<file path="src/rtl/pwm2ph_pkg.sv">
package pwm2ph_pkg;
   typedef enum logic [1:0] {
      SEL_CYC  = 2'd0,
      SEL_PHS  = 2'd1,
      SEL_MODE = 2'd2
   } reg_sel_e;

   localparam int MODE_EN_BIT = 0;
   localparam int MODE_LD_BIT = 1;
   localparam int NUM_CH      = 2;
   localparam int CH_CYC      = 0;
   localparam int CH_PHS      = 1;
endpackage

</file>
<file path="src/rtl/pwm2ph_cfg.sv">
module pwm2ph_cfg
   import pwm2ph_pkg::*;
#(
   parameter int CNT_W = 16
) (
   input  logic             clk,
   input  logic             rst_n,
   input  logic             wr,
   input  logic [1:0]       sel,
   input  logic [CNT_W-1:0] wdata,
   input  logic             arm,
   input  logic             wrap_step,
   output logic [CNT_W-1:0] cyc_act,
   output logic [CNT_W-1:0] phs_act
);
   logic [CNT_W-1:0] cyc_pend, phs_pend;
   logic [CNT_W-1:0] cyc_nxt, phs_nxt;
   logic             wr_cyc, wr_phs;

   assign wr_cyc  = wr && (sel == SEL_CYC);
   assign wr_phs  = wr && (sel == SEL_PHS);
   // a write in the wrapping clock is bypassed straight into use
   assign cyc_nxt = wr_cyc ? wdata : cyc_pend;
   assign phs_nxt = wr_phs ? wdata : phs_pend;

   always_ff @(posedge clk or negedge rst_n) begin
      if (!rst_n) begin
         cyc_pend <= '0;
         phs_pend <= '0;
         cyc_act  <= '0;
         phs_act  <= '0;
      end else begin
         if (wr_cyc) cyc_pend <= wdata;
         if (wr_phs) phs_pend <= wdata;
         if (arm || wrap_step) begin
            cyc_act <= cyc_nxt;
            phs_act <= phs_nxt;
         end
      end
   end


   shadow_hold_chk: assert property (@(posedge clk) disable iff (!rst_n)
      (!arm && !wrap_step) |=> ($stable(cyc_act) && $stable(phs_act)));
endmodule

</file>
<file path="src/rtl/pwm2ph_ctrl.sv">
module pwm2ph_ctrl
   import pwm2ph_pkg::*;
#(
   parameter int CNT_W = 16
) (
   input  logic             clk,
   input  logic             rst_n,
   input  logic             wr,
   input  logic [1:0]       sel,
   input  logic [CNT_W-1:0] wdata,
   input  logic             tick,
   output logic             arm,
   output logic             step
);
   logic mode_wr, en_bit, ld_bit;
   logic enabled, primed;

   assign mode_wr = wr && (sel == SEL_MODE);
   assign en_bit  = wdata[MODE_EN_BIT];
   assign ld_bit  = wdata[MODE_LD_BIT];
   assign arm     = mode_wr && ld_bit && !en_bit;
   assign step    = tick && enabled && primed && !mode_wr;

   always_ff @(posedge clk or negedge rst_n) begin
      if (!rst_n) begin
         enabled <= 1'b0;
         primed  <= 1'b0;
      end else if (mode_wr) begin
         enabled <= en_bit;
         if (ld_bit && !en_bit)
            primed <= 1'b1;
         else if (!ld_bit && !en_bit)
            primed <= 1'b0;
      end else if (tick && enabled && !primed) begin
         primed <= 1'b1;
      end
   end


   swallow_chk: assert property (@(posedge clk) disable iff (!rst_n)
      (tick && enabled && !primed) |-> !step);

   prime_after_chk: assert property (@(posedge clk) disable iff (!rst_n)
      (tick && enabled && !primed && !mode_wr) |=> primed);

   mode_wr_blocks_chk: assert property (@(posedge clk) disable iff (!rst_n)
      mode_wr |-> !step);
endmodule

</file>
<file path="src/rtl/pwm2ph_core.sv">
module pwm2ph_core
   import pwm2ph_pkg::*;
#(
   parameter int CNT_W = 16
) (
   input  logic             clk,
   input  logic             rst_n,
   input  logic             arm,
   input  logic             step,
   input  logic [CNT_W-1:0] cyc_act,
   input  logic [CNT_W-1:0] phs_act,
   output logic [CNT_W-1:0] cnt,
   output logic             wrap_step,
   output logic [NUM_CH-1:0] tgl,
   output logic [NUM_CH-1:0] irq
);
   logic [NUM_CH-1:0] hit;

   assign hit[CH_CYC] = (cnt == cyc_act);
   assign hit[CH_PHS] = (cnt == phs_act) && (phs_act < cyc_act);
   assign wrap_step   = step && hit[CH_CYC];

   always_ff @(posedge clk or negedge rst_n) begin
      if (!rst_n)
         cnt <= '0;
      else if (arm)
         cnt <= '0;
      else if (step)
         cnt <= hit[CH_CYC] ? '0 : cnt + 1'b1;
   end

   for (genvar i = 0; i < NUM_CH; i++) begin : g_ch
      always_ff @(posedge clk or negedge rst_n) begin
         if (!rst_n) begin
            tgl[i] <= 1'b0;
            irq[i] <= 1'b0;
         end else begin
            irq[i] <= step && hit[i];
            if (arm)
               tgl[i] <= 1'b0;
            else if (step && hit[i])
               tgl[i] <= ~tgl[i];
         end
      end


      irq_toggle_chk: assert property (@(posedge clk) disable iff (!rst_n)
         irq[i] |-> (tgl[i] != $past(tgl[i])));
   end


   count_up_chk: assert property (@(posedge clk) disable iff (!rst_n)
      (step && !arm && (cnt != cyc_act)) |=> (cnt == $past(cnt) + 1'b1));

   wrap_chk: assert property (@(posedge clk) disable iff (!rst_n)
      (step && !arm && (cnt == cyc_act)) |=> ((cnt == '0) && (tgl[CH_CYC] != $past(tgl[CH_CYC]))));

   hold_chk: assert property (@(posedge clk) disable iff (!rst_n)
      (!step && !arm) |=> ($stable(cnt) && $stable(tgl)));

   phs_range_chk: assert property (@(posedge clk) disable iff (!rst_n)
      irq[CH_PHS] |-> ($past(phs_act) < $past(cyc_act)));
endmodule

</file>
<file path="src/rtl/pwm2ph_timer.sv">
module pwm2ph_timer
   import pwm2ph_pkg::*;
#(
   parameter int CNT_W = 16
) (
   input  logic             clk,
   input  logic             rst_n,
   input  logic             cnt_tick,
   input  logic             cfg_wr,
   input  logic [1:0]       cfg_sel,
   input  logic [CNT_W-1:0] cfg_wdata,
   output logic [CNT_W-1:0] count,
   output logic             out_a,
   output logic             out_b,
   output logic             irq_a,
   output logic             irq_b
);
   if (CNT_W < 2 || CNT_W > 32) begin : g_bad_width
      $error("pwm2ph_timer: CNT_W must lie in 2..32");
   end

   logic             arm, step, wrap_step;
   logic [CNT_W-1:0] cyc_act, phs_act;
   logic [NUM_CH-1:0] tgl, irq;

   pwm2ph_ctrl #(.CNT_W(CNT_W)) u_ctrl (
      .clk(clk), .rst_n(rst_n), .wr(cfg_wr), .sel(cfg_sel),
      .wdata(cfg_wdata), .tick(cnt_tick), .arm(arm), .step(step)
   );

   pwm2ph_cfg #(.CNT_W(CNT_W)) u_cfg (
      .clk(clk), .rst_n(rst_n), .wr(cfg_wr), .sel(cfg_sel),
      .wdata(cfg_wdata), .arm(arm), .wrap_step(wrap_step),
      .cyc_act(cyc_act), .phs_act(phs_act)
   );

   pwm2ph_core #(.CNT_W(CNT_W)) u_core (
      .clk(clk), .rst_n(rst_n), .arm(arm), .step(step),
      .cyc_act(cyc_act), .phs_act(phs_act), .cnt(count),
      .wrap_step(wrap_step), .tgl(tgl), .irq(irq)
   );

   assign out_a = tgl[CH_CYC];
   assign out_b = tgl[CH_PHS];
   assign irq_a = irq[CH_CYC];
   assign irq_b = irq[CH_PHS];


   arm_clear_chk: assert property (@(posedge clk) disable iff (!rst_n)
      arm |=> ((count == '0) && !out_a && !out_b && !irq_a && !irq_b));
endmodule

</file>
<file path="config.mk">
export PLATFORM = sky130hd
export DESIGN_NAME = pwm2ph_timer
export DESIGN_NICKNAME = d
export VERILOG_FILES = /design/src/rtl/pwm2ph_pkg.sv /design/src/rtl/pwm2ph_cfg.sv /design/src/rtl/pwm2ph_ctrl.sv /design/src/rtl/pwm2ph_core.sv /design/src/rtl/pwm2ph_timer.sv
export SDC_FILE = /design/constraint.sdc
export NUM_CORES = 1
export LEC_CHECK = 0
export ABC_AREA = 1
export BUFFER_PORTS_ARGS = -buffer_cell sky130_fd_sc_hd__buf_4
export CAP_MARGIN = 20
export CELL_PAD_IN_SITES_DETAIL_PLACEMENT = 0
export CELL_PAD_IN_SITES_GLOBAL_PLACEMENT = 1
export CORE_ASPECT_RATIO = 0.75
export CORE_MARGIN = 10
export CORE_UTILIZATION = 45
export DETAILED_ROUTE_END_ITERATION = 7
export PLACE_DENSITY_LB_ADDON = 0.1
export SYNTH_ARGS = -nofsm -noshare
export SYNTH_HDL_FRONTEND = slang
export SYNTH_SLANG_ARGS = --single-unit
</file>
<file path="constraint.sdc">
create_clock -name clk -period 3.3 [get_ports clk]
set_clock_uncertainty 0.05 [all_clocks]
set_input_delay 0.33 -clock clk [delete_from_list [all_inputs] [get_ports clk]]
set_output_delay 0.33 -clock clk [all_outputs]
set_load 0.01 [all_outputs]
</file>
# Word level (Yosys, flattened, before mapping)
# Index checks and enable logic that the tools add are counted.
dict set report classes {
  add_sub_neg 1
  multipliers 0
  div 0
  n_lt_le_gt_ge 1
  n_eq_ne 5
  shift 0
  n_mux 13
  bitwise 2
  n_reduce_logical 25
}
# cell count
set ops {}
lappend ops {{$mux W16} 5}
lappend ops {{$eq A16 B16 Y1} 2}
lappend ops {{$add A16 B1 Y16 const B} 1}
lappend ops {{$lt A16 B16 Y1} 1}
lappend ops {{$logic_and A1 B1 Y1} 14}
lappend ops {{$mux W1} 8}
lappend ops {{$reduce_bool A2 Y1} 4}
lappend ops {{$logic_not A1 Y1} 4}
lappend ops {{$ne A3 B3 Y1 const B} 1}
lappend ops {{$eq A2 B1 Y1 const B} 1}
lappend ops {{$eq A2 B2 Y1 const B} 1}
lappend ops {{$logic_not A2 Y1} 1}
lappend ops {{$not A1 Y1} 2}
lappend ops {{$reduce_and A2 Y1} 1}
lappend ops {{$logic_or A1 B1 Y1} 1}
dict set report word_totals {
  reg_bits 86
  latchBits 0
  ramBits 0
  rom_bits 0
  input_bits 22
  output_inout_bits 20
  mem_count 0
}

# Longest topological paths before layout
dict set report depth {
  depth_word 7
  depth_mapped 13
  mapped_depth_nobuf 13
}

# By module
# A second synthesis with hierarchy kept.
dict set report hier_totals {
  cells_unflattened 677
  area_unflattened_um2 5042.3
}
# mod n_inst cells_each area_per_inst_um2 seq_area_each_um2
set modules_own_cells {}
lappend modules_own_cells {pwm2ph_cfg 1 324 2773.9 1601.5}
lappend modules_own_cells {pwm2ph_core 1 331 2138.3 500.5}
lappend modules_own_cells {pwm2ph_ctrl 1 22 130.1 50.0}

# Worst setup path before layout
# OpenSTA, ideal clock, no wires.
dict set report synth_path {
  path_kind {flip-flop to flip-flop}
  from {reg u_core.cnt[0]}
  to {reg u_core.cnt[14]}
  setup_time_ns 0.127
  arrival_ns 1.514
  required_ns 3.123
  path_slack_ns 1.609
  stages_incl_launch_ff 8
  period_less_slack_ns 1.691
  path_cell_list {dfrtp_1 > ha_1 > nand2_1 > nor2_1 > nand3_1 > nor4_1 > xor2_1 > o21ai_0}
}
dict set report synth_between {
  elab_chain_len 4
}
# item line
set synth_rtl {}
lappend synth_rtl {{start: declaration} pwm2ph_core.sv:12} ;# output logic [CNT_W-1:0] cnt,
lappend synth_rtl {{start signal: assignment} pwm2ph_core.sv:29} ;# cnt <= hit[CH_CYC] ? '0 : cnt + 1'b1;
lappend synth_rtl {{$add A16 B1 Y16 or $eq A16 B16 Y1 (tied branches)} {pwm2ph_core.sv:29, pwm2ph_core.sv:19}}
lappend synth_rtl {{$mux W16 (*)} pwm2ph_core.sv:29}
lappend synth_rtl {{$mux W16 (*)} pwm2ph_core.sv:28} ;# else if (step)
lappend synth_rtl {{$mux W16 (*)} pwm2ph_core.sv:26} ;# else if (arm)
# Every way passes the cells marked *; elsewhere a longest branch is shown, timed or not. The select of a mux whose other input is x is not followed.
# A chain may end at the register's enable or synchronous reset.

# Final worst setup path
dict set report layout_path {
  from {reg u_core.cnt[1]}
  to {reg u_cfg.phs_act[12]}
}
dict set report layout_between {
  elab_chain_len 3
}
# item line
set layout_rtl {}
lappend layout_rtl {{$eq A16 B16 Y1} pwm2ph_core.sv:19} ;# assign hit[CH_CYC] = (cnt == cyc_act);
lappend layout_rtl {{$logic_and A1 B1 Y1} pwm2ph_core.sv:21} ;# assign wrap_step = step && hit[CH_CYC];
lappend layout_rtl {{$logic_or A1 B1 Y1} pwm2ph_cfg.sv:35} ;# if (arm || wrap_step) begin
lappend layout_rtl {{end signal: assignment} pwm2ph_cfg.sv:37} ;# phs_act <= phs_nxt;
lappend layout_rtl {{end: declaration} pwm2ph_cfg.sv:14} ;# output logic [CNT_W-1:0] phs_act
# Every way passes these cells.

==> summary.txt <==
area growth from synthesis to layout: 14.6%
DRC: 0
Reg clk slew, reported paths: 0.06 ns
Starting Density: 45.9%
hold crit path type: in -> reg
post-route setup slack: 1.14 ns
initial DRC count: 247
pwr/cell area: 610 mW/mm2
CTS H-tree depth: 3
worst-path cell chain: inv_1 > nand2_1 > a21oi_1 > nand2_1 > nor2_2 > nand2_2 > nand2_4 > nand2_8 > inv_6 > nand2_1 > nand2_1
worst hold start: cfg_wdata[0]
cts bufs inserted: 9
Least-Margin Pin Slew: 0.836 ns
CP arrival: 2.39 ns
Slew HR: 44.2%
post-cts sizing count: 0
port bufs: 41
sequential element share of the synthesized area: 46.0%
Worst-Skew Late Latency: 0.34 ns
Crit Path Max Fanout: 53
die height: 108 um
hpwl dp: 8.43 mm
ant diodes: 0
first-pass detailed-route iteration total: 4
# IOs: 42
Final Hold Fails: 0
TritonCTS clock tree: done
Root Buffer: clkbuf_16
Main synth FF type: dfrtp_1
RR Startpoint: u_core.cnt[1]
Post-CTS Setup Bufs: 0
peak supply drop: 0.000341 V
post-synthesis net count: 619
fmax: 462 MHz
GP Congestion: 0.883
worst slack at placement: 1.16 ns
total global-route track usage: 16.0%
area share of the largest cell type after synthesis: 46.0%
Gate Count Post-Synth: 581
Avg WL per Cell: 14.7 um
syn_area_per_cell: 8.06 um2
Pwr Total: 3.28 mW
most frequent cells after synthesis: nand2_1 (175), dfrtp_1 (86), inv_1 (84), nor2_1 (35), o21ai_0 (32)
main area contributors after synthesis: dfrtp_1 (46%), nand2_1 (14%), inv_1 (6.7%), ha_1 (4.3%), xnor2_1 (3.7%)
CTS Sinks: 86
drt via density: 4.87
deepest clock path buffer count: 2
Final period util: 65.6%
first-pass GRT wire length: 19.1 mm
min cycle time layout: 2.16 ns
outcome: complete, no violations
largest net degree at the start of global routing: 54
CP max-delay cell: dfrtp_1
Leak: 2.75 nW
unique cell type count in the Yosys netlist: 36
Crit. Startpoint: u_core.cnt[1]
CP Class: reg -> reg
wirelength, routed: 11.2 mm
cell with the most instances after synthesis: nand2_1
setup violators final: 0
Post-synth EDFFs: 0
max incr delay on CP: 0.47 ns
Die X: 138 um
CTS Hold Buffers Added: 1
RSZ-0062 raised after global routing: no
Cell Rows: 32
Req. time, crit path: 3.52 ns
Crit. End Element: register
initial antenna violation count: 0
Via Count: 3703
final-report max-slew violation count: 0
grt ovf: 0
Max Cap Violations: 0
synthesized flop and latch total: 86
Synth Cell Area: 0.00468 mm2
share of layout cells above drive strength 1: 12.2%
Syn. warnings: 0
setup TNS: 0 ns
async set or reset register ratio after synthesis: 100%
most frequent CP cell: nand2_1
biggest area consumer among synthesized cells: dfrtp_1
critical path startpoint category: register
Final ANT Viol Nets: 0
# nets final: 657
vias in the first global route: 3623
die footprint: 0.0149 mm2
core area: 0.0102 mm2
cell usage in the layout, fill, tap and decap left out, types with 2 or more instances in the layout:
master     Yosys  final
clkbuf_1       3      2
xor2_1         9      9
nand2_2        5      5
nor3_1         8      8
xnor2_1       20     20
ha_1          16     16
nand3_1       14     14
nand2_1      175    175
o21ai_0       32     32
inv_1         84     84
nor3b_1        2      2
clkinv_4       0      2
nand2_4        3      3
nand4_1        8      8
clkbuf_16      0      9
buf_4          1     43
nor4_1         3      3
o21ai_1       16     16
a21oi_1       13     13
nor2_1        35     35
nor2_2         3      3
o22ai_1        4      4
o21a_1        17     17
dfrtp_1       86     86
cell families (layout without fill, tap and decap cells):
family / Yosys count / count (layout) / share of synthesized area (%)
fa+ha+maj: 16 / 16 / 4.28
buf+inv: 104 / 147 / 9.97
compound gates: 86 / 86 / 10.5
xor+xnor: 29 / 29 / 5.43
flops: 86 / 86 / 46.0
simple gates: 260 / 260 / 23.9
sequential cells by signal, summed over array words and instances, names as in the netlist:
name	flops
u_cfg.cyc_act	16
u_cfg.cyc_pend	16
u_cfg.phs_act	16
u_cfg.phs_pend	16
u_core.cnt	16
u_core.irq	2
u_core.tgl	2
u_ctrl.enabled	1
u_ctrl.primed	1
per-layer routing:
metal | global-route usage, % | share of wire [%]
met1 | 22.3 | 48
met2 | 24.7 | 45
met3 | 4.31 | 7.1
met4 | 3.12 | 0.58
met5 | 0 | 0
power by group:
group / internal, mW / leakage (nW) / total, mW / switching [mW]
Sequential: 1.21 / 1.11 / 1.39 / 0.179
Clock: 0.589 / 0.140 / 1.01 / 0.422
Combinational: 0.377 / 1.50 / 0.875 / 0.498
stage by stage:
stage               instances  utilization [%]  hold slack [ns]  instance area, um2
CTS                       759             52.3            0.205                5340
finish                    760             52.6            0.218                5370
global placement          742             49.3            0.251                5040
detailed placement        742             49.3            0.251                5040
global route              760             52.6            0.234                5370
floorplan                 581                -          -0.0156                4680
worst max-delay path: cells and delay by family (launching register included):
family,cells,cell delay (ns)
simple gates,8,0.87
flops,1,0.47
buf+inv,2,0.46
compound gates,1,0.21
worst paths after layout:
kind                                endpoint  slack (ns)  cells past startpoint
max in group asynchronous  u_cfg.cyc_act[14]        2.05                      3
min                            u_ctrl.primed        0.22                      3
min reg2reg                   u_ctrl.enabled        0.44                      2
max reg2reg                u_cfg.phs_act[12]        1.14                     11
max                        u_cfg.phs_act[12]        1.14                     11
min in group asynchronous  u_cfg.cyc_pend[2]        0.41                      2
layout make-up:
| cell class | instances | area [um2] |
|---|---|---|
| clock inverters | 5 | 60.1 |
| repair buffers | 45 | 360 |
| fillers | 1015 | 4840 |
| flip-flops and latches | 86 | 2150 |
| multi-input cells | 391 | 2060 |
| inverters | 86 | 328 |
| clock buffers | 11 | 233 |
| well taps | 136 | 170 |
Note: power is estimated with default switching activity, not from simulation.
